### src/rtl/rdt_pkg.sv
package rdt_pkg;

    localparam int unsigned BYTE_W = 8;
    localparam int unsigned WORD_W = 2 * BYTE_W;

    typedef logic [BYTE_W-1:0] byte_t;
    typedef logic [WORD_W-1:0] word_t;

    localparam word_t WORD_ONES = '1;

    typedef enum logic {
        SEL_LO = 1'b0,
        SEL_HI = 1'b1
    } bsel_e;

    // control byte bit positions
    localparam int unsigned CB_HALT  = 0;
    localparam int unsigned CB_LONLY = 1;
    localparam int unsigned CB_EXT   = 2;
    localparam int unsigned CB_CLR   = 3;

    typedef struct packed {
        logic ext_src;
        logic latch_only;
        logic halt;
    } mode_t;

    localparam mode_t MODE_RESET = '{ext_src: 1'b0, latch_only: 1'b0, halt: 1'b1};

    typedef struct packed {
        logic  valid;
        logic  to_cnt;
        word_t value;
    } wload_t;

    function automatic mode_t decode_mode(byte_t d);
        mode_t m;
        m.halt       = d[CB_HALT];
        m.latch_only = d[CB_LONLY];
        m.ext_src    = d[CB_EXT];
        return m;
    endfunction

    function automatic word_t join_bytes(byte_t hi, byte_t lo);
        return {hi, lo};
    endfunction

endpackage

### src/rtl/rdt_prescaler.sv
module rdt_prescaler #(
    parameter int unsigned DIV = 16
) (
    input  logic clk,
    input  logic rst,
    input  logic ext_src,
    input  logic ext_pulse,
    input  logic halt,
    output logic pulse
);
    logic div_tick;

    generate
        if (DIV <= 1) begin : g_nodiv
            assign div_tick = 1'b1;
        end else begin : g_div
            localparam int unsigned PW = $clog2(DIV);
            localparam logic [PW-1:0] LAST = PW'(DIV - 1);
            logic [PW-1:0] div_q;
            assign div_tick = (div_q == LAST);
            always_ff @(posedge clk) begin
                if (rst) begin
                    div_q <= '0;
                end else if (div_tick) begin
                    div_q <= '0;
                end else begin
                    div_q <= div_q + 1'b1;
                end
            end
        end
    endgenerate

    assign pulse = (ext_src ? ext_pulse : div_tick) & ~halt;

endmodule

### src/rtl/rdt_busif.sv
module rdt_busif
    import rdt_pkg::*;
(
    input  logic   clk,
    input  logic   rst,
    input  logic   cs,
    input  logic   wr,
    input  logic   rd,
    input  logic   ctl_wr,
    input  logic   addr,
    input  byte_t  wdata,
    input  word_t  cnt,
    output byte_t  rdata,
    output wload_t wload,
    output mode_t  mode,
    output logic   irq_clr
);
    byte_t stage_lo_q;
    byte_t rbuf_q;
    mode_t mode_q;

    logic wr_lo, wr_hi, rd_hi, ctl_we;
    assign wr_lo  = cs & wr & (bsel_e'(addr) == SEL_LO);
    assign wr_hi  = cs & wr & (bsel_e'(addr) == SEL_HI);
    assign rd_hi  = cs & rd & (bsel_e'(addr) == SEL_HI);
    assign ctl_we = cs & ctl_wr;

    always_ff @(posedge clk) begin
        if (rst) begin
            stage_lo_q <= '0;
            rbuf_q     <= '0;
            mode_q     <= MODE_RESET;
        end else begin
            if (wr_lo)  stage_lo_q <= wdata;
            if (rd_hi)  rbuf_q     <= cnt[BYTE_W-1:0];
            if (ctl_we) mode_q     <= decode_mode(wdata);
        end
    end

    always_comb begin
        wload.valid  = wr_hi;
        wload.to_cnt = ~mode_q.latch_only;
        wload.value  = join_bytes(wdata, stage_lo_q);
    end

    always_comb begin
        rdata = '0;
        if (cs & rd) begin
            rdata = (bsel_e'(addr) == SEL_HI) ? cnt[WORD_W-1:BYTE_W] : rbuf_q;
        end
    end

    assign mode    = mode_q;
    assign irq_clr = ctl_we & wdata[CB_CLR];

endmodule

### src/rtl/rdt_core.sv
module rdt_core
    import rdt_pkg::*;
(
    input  logic   clk,
    input  logic   rst,
    input  logic   pulse,
    input  wload_t wload,
    input  logic   irq_clr,
    output word_t  cnt,
    output word_t  latch,
    output logic   underflow,
    output logic   irq
);
    word_t cnt_q, latch_q;
    logic  irq_q;
    logic  cnt_wr;

    assign cnt_wr    = wload.valid & wload.to_cnt;
    assign underflow = pulse & ~cnt_wr & (cnt_q == '0);

    always_ff @(posedge clk) begin
        if (rst) begin
            cnt_q   <= WORD_ONES;
            latch_q <= WORD_ONES;
            irq_q   <= 1'b0;
        end else begin
            if (wload.valid) latch_q <= wload.value;

            if (cnt_wr) begin
                cnt_q <= wload.value;
            end else if (underflow) begin
                cnt_q <= latch_q;
            end else if (pulse) begin
                cnt_q <= cnt_q - 1'b1;
            end

            if (underflow) begin
                irq_q <= 1'b1;
            end else if (irq_clr) begin
                irq_q <= 1'b0;
            end
        end
    end

    assign cnt   = cnt_q;
    assign latch = latch_q;
    assign irq   = irq_q;

endmodule

### src/rtl/reload_downtimer.sv
module reload_downtimer #(
    parameter int unsigned DIV = 16
) (
    input  logic                       clk,
    input  logic                       rst,
    input  logic                       cs,
    input  logic                       wr,
    input  logic                       rd,
    input  logic                       ctl_wr,
    input  logic                       addr,
    input  logic [rdt_pkg::BYTE_W-1:0] wdata,
    input  logic                       ext_pulse,
    output logic [rdt_pkg::BYTE_W-1:0] rdata,
    output logic                       irq
);
    import rdt_pkg::*;

    word_t  cnt_w, latch_w;
    wload_t wl;
    mode_t  mode_w;
    logic   clr_w, pulse_w, uf_w;
    logic   cnt_load;
    word_t  load_val;

    assign cnt_load = wl.valid & wl.to_cnt;
    assign load_val = wl.value;

    rdt_busif u_bus (
        .clk    (clk),
        .rst    (rst),
        .cs     (cs),
        .wr     (wr),
        .rd     (rd),
        .ctl_wr (ctl_wr),
        .addr   (addr),
        .wdata  (wdata),
        .cnt    (cnt_w),
        .rdata  (rdata),
        .wload  (wl),
        .mode   (mode_w),
        .irq_clr(clr_w)
    );

    rdt_prescaler #(.DIV(DIV)) u_pre (
        .clk      (clk),
        .rst      (rst),
        .ext_src  (mode_w.ext_src),
        .ext_pulse(ext_pulse),
        .halt     (mode_w.halt),
        .pulse    (pulse_w)
    );

    rdt_core u_core (
        .clk      (clk),
        .rst      (rst),
        .pulse    (pulse_w),
        .wload    (wl),
        .irq_clr  (clr_w),
        .cnt      (cnt_w),
        .latch    (latch_w),
        .underflow(uf_w),
        .irq      (irq)
    );

endmodule

### config.mk
export PLATFORM = sky130hd
export DESIGN_NAME = reload_downtimer
export DESIGN_NICKNAME = d
export VERILOG_FILES = /design/src/rtl/rdt_pkg.sv /design/src/rtl/rdt_prescaler.sv /design/src/rtl/rdt_busif.sv /design/src/rtl/rdt_core.sv /design/src/rtl/reload_downtimer.sv
export SDC_FILE = /design/constraint.sdc
export NUM_CORES = 1
export LEC_CHECK = 0
export CAP_MARGIN = 20
export CORE_MARGIN = 2
export CORE_UTILIZATION = 58
export DETAILED_ROUTE_END_ITERATION = 10
export PLACE_DENSITY = 0.8
export SLEW_MARGIN = 40
export SYNTH_ARGS = -nofsm -noshare
export SYNTH_HDL_FRONTEND = slang
export SYNTH_HIERARCHICAL = 1
export SYNTH_SLANG_ARGS = --single-unit
### constraint.sdc
create_clock -name clk -period 2.5 [get_ports clk]
set_clock_uncertainty 0.2 [all_clocks]
set_input_delay 0.5 -clock clk [delete_from_list [all_inputs] [get_ports clk]]
set_output_delay 0.5 -clock clk [all_outputs]
set_load 0.02 [all_outputs]
# Word-level counts from Yosys, hierarchy flattened
# Index checks and enable logic that the tools add are counted.
# totals
memories,0
latch_bits,0
output_inout_bits,9
wordCells,39
rom_bits,0
register_bits,56
inputBits,16
mem_bits_rw,0
# classes
n_reduce_logical,4
muxes,8
n_eq_ne,1
n_bitwise,15
div,0
addsub,2
multipliers,0
n_shift,0
order_cmp,0
# op_table
operator,n
2-to-1 mux 16 bit,3
logical NOT 16 bit,1
2-to-1 mux 8 bit,2
"subtractor 16 x 1 -> 16 bit, second input constant",1
bitwise AND 1 bit,11
"adder 4 x 1 -> 4 bit, second input constant",1
"equality test 4 bit, second input constant",1
NOT 1 bit,4
2-to-1 mux 1 bit,3
nonzero test 3 bit,1
nonzero test 2 bit,1
OR reduction 2 bit,1

# Longest topological paths before layout
# Gate-level depths: netlist of the first run.
# logic_depth
ltp_word,8
mapped_depth,9

# Modules after synthesis
# Netlist of the first run, hierarchy kept.
# by_module_without_submodules
mod,area_per_inst_um2,cells_each,n_inst
rdt_core,1756.7,203,1
rdt_busif,1083.5,113,1
rdt_prescaler,175.2,17,1

# Worst setup path after synthesis of the first run
# OpenSTA, ideal clock, no wires.
# synth_path
path_type,register to register
from,register u_pre.g_div.div_q[0]
to,register u_core.cnt_q[6] (netlist: u_core/cnt[6])
slack_ps,341
synth_period_minus_slack_ps,2159
setup_time_ps,128
n_path_buf,2
arrival_time_ps,1831
required_time_ps,2172
stages_incl_launch_ff,10
path_cell_list,dfxtp_1 -> ha_1 -> and3_4 -> mux2i_1 -> nor2_1 -> clkbuf_1 -> clkbuf_1 -> nor3b_1 -> a211oi_1 -> o21ai_0
# synth_via
elab_chain_len,7
elab_cells_between_ends,8
classes_between,eq/ne: 1; mux: 3; bitwise: 3; reduce/logical: 1
# synth_lines
item,line,source
from (decl),rdt_prescaler.sv:19,logic [PW-1:0] div_q;
from (signal assigned),rdt_prescaler.sv:27,div_q <= div_q + 1'b1;
equality test 4 bit *,rdt_prescaler.sv:20,assign div_tick = (div_q == LAST);
2-to-1 mux 1 bit *,rdt_prescaler.sv:33,assign pulse = (ext_src ? ext_pulse : div_tick) & ~halt;
bitwise AND 1 bit *,rdt_prescaler.sv:33,
named net pulse_w,reload_downtimer.sv:21,"logic clr_w, pulse_w, uf_w;"
bitwise AND 1 bit (2 in series),rdt_core.sv:19,assign underflow = pulse & ~cnt_wr & (cnt_q == '0);
2-to-1 mux 16 bit,rdt_core.sv:31,end else if (underflow) begin
2-to-1 mux 16 bit,rdt_core.sv:29,if (cnt_wr) begin
to (signal assigned),rdt_core.sv:30,cnt_q <= wload.value;
to (signal assigned),rdt_core.sv:32,cnt_q <= latch_q;
to (signal assigned),rdt_core.sv:34,cnt_q <= cnt_q - 1'b1;
to (decl),rdt_core.sv:14,"word_t cnt_q, latch_q;"
# The timed path passes the listed nets; every way through them passes the cells marked *.
# A chain may end at the register's enable or synchronous reset.

# Worst setup path in the final report of the first run
# layout_path
from,input addr
to,output rdata[6] (netlist bit)
# layout_via
elab_chain_len,2
# layout_lines
item,line,source
from (decl),reload_downtimer.sv:10,"input logic addr,"
2-to-1 mux 8 bit,rdt_busif.sv:49,rdata = (bsel_e'(addr) == SEL_HI) ? cnt[WORD_W-1:BYTE_W] : rbuf_q;
2-to-1 mux 8 bit,rdt_busif.sv:48,if (cs & rd) begin
to (decl),reload_downtimer.sv:13,"output logic [rdt_pkg::BYTE_W-1:0] rdata,"
# No other way between the ends.

==> results of run 1 <==
==> power by group through the flow <==
stage,clock (mW),combinational [mW],sequential [mW]
3_3_place_gp,0,0.239,1.00
2_1_floorplan,0,0.178,0.992
5_1_grt,0.695,0.268,0.991
3_5_place_dp,0,0.245,1.00
4_1_cts,0.648,0.241,0.983
6_report,0.633,0.241,0.984
==> through the flow <==
| stage | util [%] | TNS, ns |
|---|---|---|
| after floorplan | - | 0 |
| after global placement | 65.31 | -1.096 |
| after detailed placement | 65.31 | -1.413 |
| after CTS | 67.60 | 0 |
| after global routing | 67.63 | 0 |
| final | 67.63 | 0 |
==> how the worst max path moves through the flow <==
stage / start / end / slack (ns)
2_1_floorplan: u_pre/g_div.div_q[0] / u_core/cnt[6] / 0.34
3_3_place_gp: addr / rdata[4] / -0.12
3_5_place_dp: addr / rdata[4] / -0.17
4_1_cts: addr / rdata[6] / 0.06
5_1_grt: addr / rdata[3] / 0.007
6_report: addr / rdata[6] / 0.07
==> state kept, by name, indices dropped and copies added, names as in the netlist <==
name	count
u_bus/mode	3
u_bus/rbuf_q	8
u_bus/stage_lo_q	8
u_core/cnt	16
u_core/irq	1
u_core/latch	16
u_pre/g_div.div_q	4
==> per-layer routing <==
metal / vias to the layer above / share of wire, % / GRT usage (%)
met5: - / 0 / 0
met4: 0 / 1.2 / 6.364
met3: 7 / 4.8 / 4.384
met2: 55 / 46 / 36.88
met1: 1131 / 47 / 30.88
li1: 1212 / - / -
==> layout by cell type, fill, tap and decap left out, types with 6 or more instances in the layout <==
master | synthesis | final
mux2i_1 | 27 | 27
clkdlybuf4s50_1 | 0 | 15
a21oi_1 | 10 | 10
nor3_1 | 8 | 8
a211oi_1 | 11 | 11
nand2_1 | 12 | 12
nor2_1 | 19 | 19
dlygate4sd2_1 | 0 | 7
nor3b_1 | 12 | 12
inv_1 | 6 | 6
nand2b_1 | 32 | 32
o21ai_0 | 19 | 19
xnor2_1 | 7 | 7
buf_4 | 9 | 17
nor2b_1 | 16 | 16
clkbuf_8 | 0 | 7
dfxtp_1 | 56 | 56
a211o_1 | 16 | 16
==> cells in the mapped netlist, types with 9 or more instances <==
cell	instances	area, µm²
nor2b_1	16	100.1
clkbuf_1	15	56.30
nand2_1	12	45.04
mux2i_1	27	270.3
o21ai_0	19	95.09
buf_4	9	67.56
a211oi_1	11	82.58
a21oi_1	10	50.05
a211o_1	16	140.1
nor2_1	19	71.32
dfxtp_1	56	1121
nor3b_1	12	90.09
nand2b_1	32	200.2
==> timing repair <==
item                       4_1_cts  5_1_grt
gates resized for setup          8        1
setup endpoints to repair        8        1
hold endpoints to repair         0        0
==> layout make-up <==
cell class | instances | area share (%)
Multi-Input combinational cell | 240 | 48.96
Inverter | 6 | 0.6562
Timing Repair Buffer | 43 | 11.48
Clock buffer | 7 | 2.807
Clock inverter | 1 | 0.8750
Sequential cell | 56 | 32.67
Tap cell | 70 | 2.552
==> cells by family after synthesis <==
kind of cell / share of synthesized area [%]
flip-flops: 37.18
adder cells (fa/ha/maj): 0.8297
buffers and inverters: 7.095
XOR/XNOR: 3.195
AO/OA/AOI/OAI: 16.76
AND/OR/NAND/NOR: 25.98
multiplexers: 8.963
==> critical path: stages <==
cell and delay [ns]:
clkdlybuf4s50_1 0.50, buf_12 0.15, mux2i_1 0.19, nor2_1 0.05
dlygate4sd2_1 0.33
==> results_dict.tcl, run 1 <==
set metrics [dict create \
    status "finished, final reports clean" \
    syn_inst 333 \
    rows 26 \
    die_x_um 76.11 \
    clk_latency_ns 0.31 \
    pin_count 25 \
    via_count 2405 \
    root_buffer "clkbuf_8" \
    worst_pin_slew_ns 0.5688 \
    synth_edf_count 0 \
    finalSetupViolCount 0 \
    gp_congestion 0.8916 \
    reg2reg_slack_ns 0.19 \
    wire_per_inst_um 14.80 \
    drv_slew 0 \
    grt_max_degree 74 \
    coreArea_um2 5075 \
    worstRegToRegCells 5 \
    tritoncts "built" \
    preCtsSetupSlack_ns -0.1657 \
    syn_area_um2 3015 \
    fin_cells 423 \
    routed_wl_mm 6.261 \
    cts_inserted_buffers 5 \
    cts_hold_buffers 0 \
    gr-usage-all-layers_pct 22.66 \
    port_buffers 24 \
    cp.required_ns 1.80 \
    stdcell_area_um2 3432 \
    dpl-instance-area_um2 3314 \
    clock.fmax_mhz 411.9 \
    syn_nets 351 \
    max-vdd-ir-drop_mv 0.3879 \
    start_util_pct 59.42 \
    synthToLayoutAreaGrowth_pct 13.82 \
    cts_buffer_depth 2 \
    hold_violations 0 \
    ys_ff_latch 56 \
    fin_ws_ns 0.07241 \
    async_flop_share_pct 0 \
    dpl.hpwl_mm 4.419 \
    drc_errors 0 \
    drt_iter0_drc 187 \
    power.switching_uw 440.0 \
    static-leakage-power_nw 1.295 \
    grt_overflow_total 0 \
    cts_setup_buffers 0 \
    hold_class "flip-flop to flip-flop" \
    min_period_ns 2.428 \
    multi_input_area_um2 1680 \
    final_layout_size_suffix_gt1_share_pct 11.61 \
    rr_startpoint "u_core/cnt[0]" \
    r2r_end "u_core/cnt[9]" \
    cellPowerDensity_nw_per_um2 541.5 \
    yosysWarnings 6 \
    hp-start "u_bus/rbuf_q[0]" \
    hold_path_depth 2 \
    die_area_um2 5792 \
    cp.arrival_ns 1.73 \
    slew_headroom_pct 61.73 \
    diodes 0 \
    final_antenna_net_count 0 \
    synthDistinctLibCells 51 \
    antenna_found_initial 0 \
    layout.nets 370 \
    grt_pass1_vias 2295 \
    grt_pass1_wl_mm 10.85 \
    htree_levels 2 \
    p_int_mw 1.418 \
    register_area_um2 1121 \
    synth_ff_type "dfxtp_1" \
    path_clk_slew_ns 0.09 \
    holdWs_ns 0.2798 \
    crit_path_end_kind "primary output" \
    dpl.cell_count 415 \
    p_comb_share_pct 13.0 \
    holdPathEnd "u_bus/rbuf_q[0]" \
    finalCritPeriodShare_pct 97.10 \
    rsz0062_at_grt "false" \
    synth.avg_cell_area_um2 9.055 \
    yosysSeqAreaShare_pct 37.18 \
    finalPower_mw 1.858 \
    die_y_um 76.11 \
    start_kind "primary input" \
    cp_max_fo 11 \
    via_per_inst 5.686 \
    clkSinkCount 56 \
    critical_path_class "primary input to primary output" \
    fill_cells 429 \
    cap_viol_max_count 0 \
    p_clk_share_pct 34.1 \
    sw_frac_of_total_pct 23.68 \
    first_pass_iters 4 \
    seq_power_share_pct 52.9 \
]
Power figures use the tool's default switching activity.
==> inputs of run 2 (changes only) <==
Settings changed: HOLD_SLACK_MARGIN set to 0.03.
==> results of run 2 <==
Final layout, timing and power as in run 1 (identical DEF).
==> inputs of run 3 (changes only) <==
Settings changed: CORE_ASPECT_RATIO set to 2, TNS_END_PERCENT set to 5.
Clock period 2.5 ns to 2.34 ns, I/O delays scaled along.
==> run 3 against run 2 <==
Worst setup slack lost 0.0023 ns; clock-buffer cell count shrank 1; sequential power grew 6%; sequential share of layout area is essentially flat; combinational power grew 13%; critical path depth grew 3; clock power is essentially flat; routed wire length grew 1.7%; cell area is essentially flat; power grew 5.0%; flip-flop and latch count is the same; largest cell class unchanged.
==> results_dict.tcl, run 3 (synthesis gave the netlist of run 1 again) <==
set metrics [dict create \
    dpl.hpwl_mm 4.778 \
    clock.fmax_mhz 440.5 \
    hold_violations 0 \
    multi_input_area_um2 1685 \
    rsz0062_at_grt "false" \
    via_count 2401 \
    coreArea_um2 5092 \
    die_area_um2 5827 \
    cp.arrival_ns 2.28 \
    die_x_um 54.99 \
    gr-usage-all-layers_pct 24.26 \
    hold_class "flip-flop to flip-flop" \
    wire_per_inst_um 15.27 \
    dpl.cell_count 409 \
    cp_max_fo 11 \
    grt_overflow_total 0 \
    fill_cells 427 \
    first_pass_iters 4 \
    gp_congestion 0.8390 \
    fin_ws_ns 0.07010 \
    path_clk_slew_ns 0.10 \
    cellPowerDensity_nw_per_um2 568.9 \
    crit_start "addr" \
    routed_wl_mm 6.367 \
    drv_slew 0 \
    stdcell_area_um2 3430 \
    register_area_um2 1121 \
    grt_pass1_vias 2203 \
    fin_cells 417 \
    finalCritPeriodShare_pct 97.00 \
    final_layout_size_suffix_gt1_share_pct 15.60 \
    finalSetupViolCount 0 \
    clkSinkCount 56 \
    synthToLayoutAreaGrowth_pct 13.73 \
    final_antenna_net_count 0 \
    cts_buffer_depth 2 \
    root_buffer "clkbuf_8" \
    max-vdd-ir-drop_mv 0.5883 \
    crit_path_end_kind "flip-flop" \
    static-leakage-power_nw 1.294 \
    hold_path_depth 2 \
    cap_viol_max_count 0 \
    grt_max_degree 54 \
    preCtsSetupSlack_ns -0.3255 \
    worst_pin_slew_ns 0.4961 \
    clk_latency_ns 0.32 \
    reg2reg_slack_ns 0.08 \
    rows 37 \
    tritoncts "built" \
    cts_hold_buffers 0 \
    cp.required_ns 2.35 \
    drc_errors 0 \
    r2r_end "u_core/cnt[13]" \
    layout.nets 376 \
    min_period_ns 2.270 \
    status "finished, final reports clean" \
    drt_iter0_drc 72 \
    rr_startpoint "u_core/cnt[0]" \
    via_per_inst 5.758 \
    htree_levels 2 \
    slew_headroom_pct 66.62 \
    grt_pass1_wl_mm 10.36 \
    port_buffers 24 \
    hp-start "u_bus/rbuf_q[1]" \
    holdPathEnd "u_bus/rbuf_q[1]" \
    final_cell_mix "56 x dfxtp_1, 32 x nand2b_1, 27 x mux2i_1, 22 x buf_4, 19 x o21ai_0" \
    layout_commonest_cell "dfxtp_1" \
    dpl-instance-area_um2 3357 \
    start_util_pct 59.21 \
    pin_count 25 \
    diodes 0 \
    start_kind "primary input" \
    critical_path_class "primary input to flip-flop" \
    die_y_um 106.0 \
    worstRegToRegCells 5 \
    cts_inserted_buffers 5 \
    antenna_found_initial 0 \
]
[run 3: changes by cell type in the layout (fill, tap and decap cells not counted), sizes merged]
cell | before | now
buf | 20 | 26
clkbuf | 7 | 14
clkdlybuf4s15 | 1 | 0
clkinv | 0 | 1
dlygate4sd2 | 7 | 0
[run 3: cell type report]
class / instances / share of cell area, %
Timing Repair Buffer: 49 / 12.26
Clock buffer: 6 / 2.116
Tap cell: 58 / 2.116
Sequential cell: 56 / 32.69
Multi-Input combinational cell: 240 / 49.14
Inverter: 6 / 0.6567
Clock inverter: 2 / 1.022
[run 3: metal layers]
layer	global-route usage [%]	wire length, µm	vias to the layer above
met5	0	0	-
met4	10.80	174	0
met3	5.056	188	11
met2	40.31	3324	42
met1	28.55	2678	1124
li1	-	-	1224
[run 3: worst max-delay path by stage]
stage                           endpoint  slack [ns]  cells after the start
final                      u_core/cnt[9]        0.07                      8
after global routing      u_core/cnt[11]        0.02                      8
after CTS                       rdata[6]      -0.002                      5
after detailed placement        rdata[0]       -0.33                      4
after global placement          rdata[6]       -0.31                      4
after floorplan            u_core/cnt[6]        0.18                      9
[run 3: power breakdown]
part	switching, mW	internal [mW]
combinational	0.133	0.141
clock	0.317	0.318
sequential	0.0390	1.00
[run 3: repair_timing]
action | CTS | global route
pin swaps | 0 | 0
setup endpoints to repair | 8 | 10
buffers inserted | 0 | 0
resized for setup | 17 | 9
[run 3: through the flow]
stage	util (%)	total power, mW	setup TNS (ns)	hold slack [ns]
after global placement	65.92	1.332	-3.810	0.2569
after floorplan	-	1.250	0	0.2480
final	67.35	1.951	0	0.2835
after detailed placement	65.92	1.343	-4.508	0.2720
after CTS	68.08	1.967	-0.001568	0.2880
after global routing	67.35	2.028	0	0.3032
[run 3: critical path, cell delays in order]
cell,delay (ns)
clkdlybuf4s50_1,0.51
buf_12,0.15
and3_2,0.24
nand2_1,0.08
and2_0,0.26
o21ai_0,0.12
a21oi_1,0.07
a2111o_1,0.38
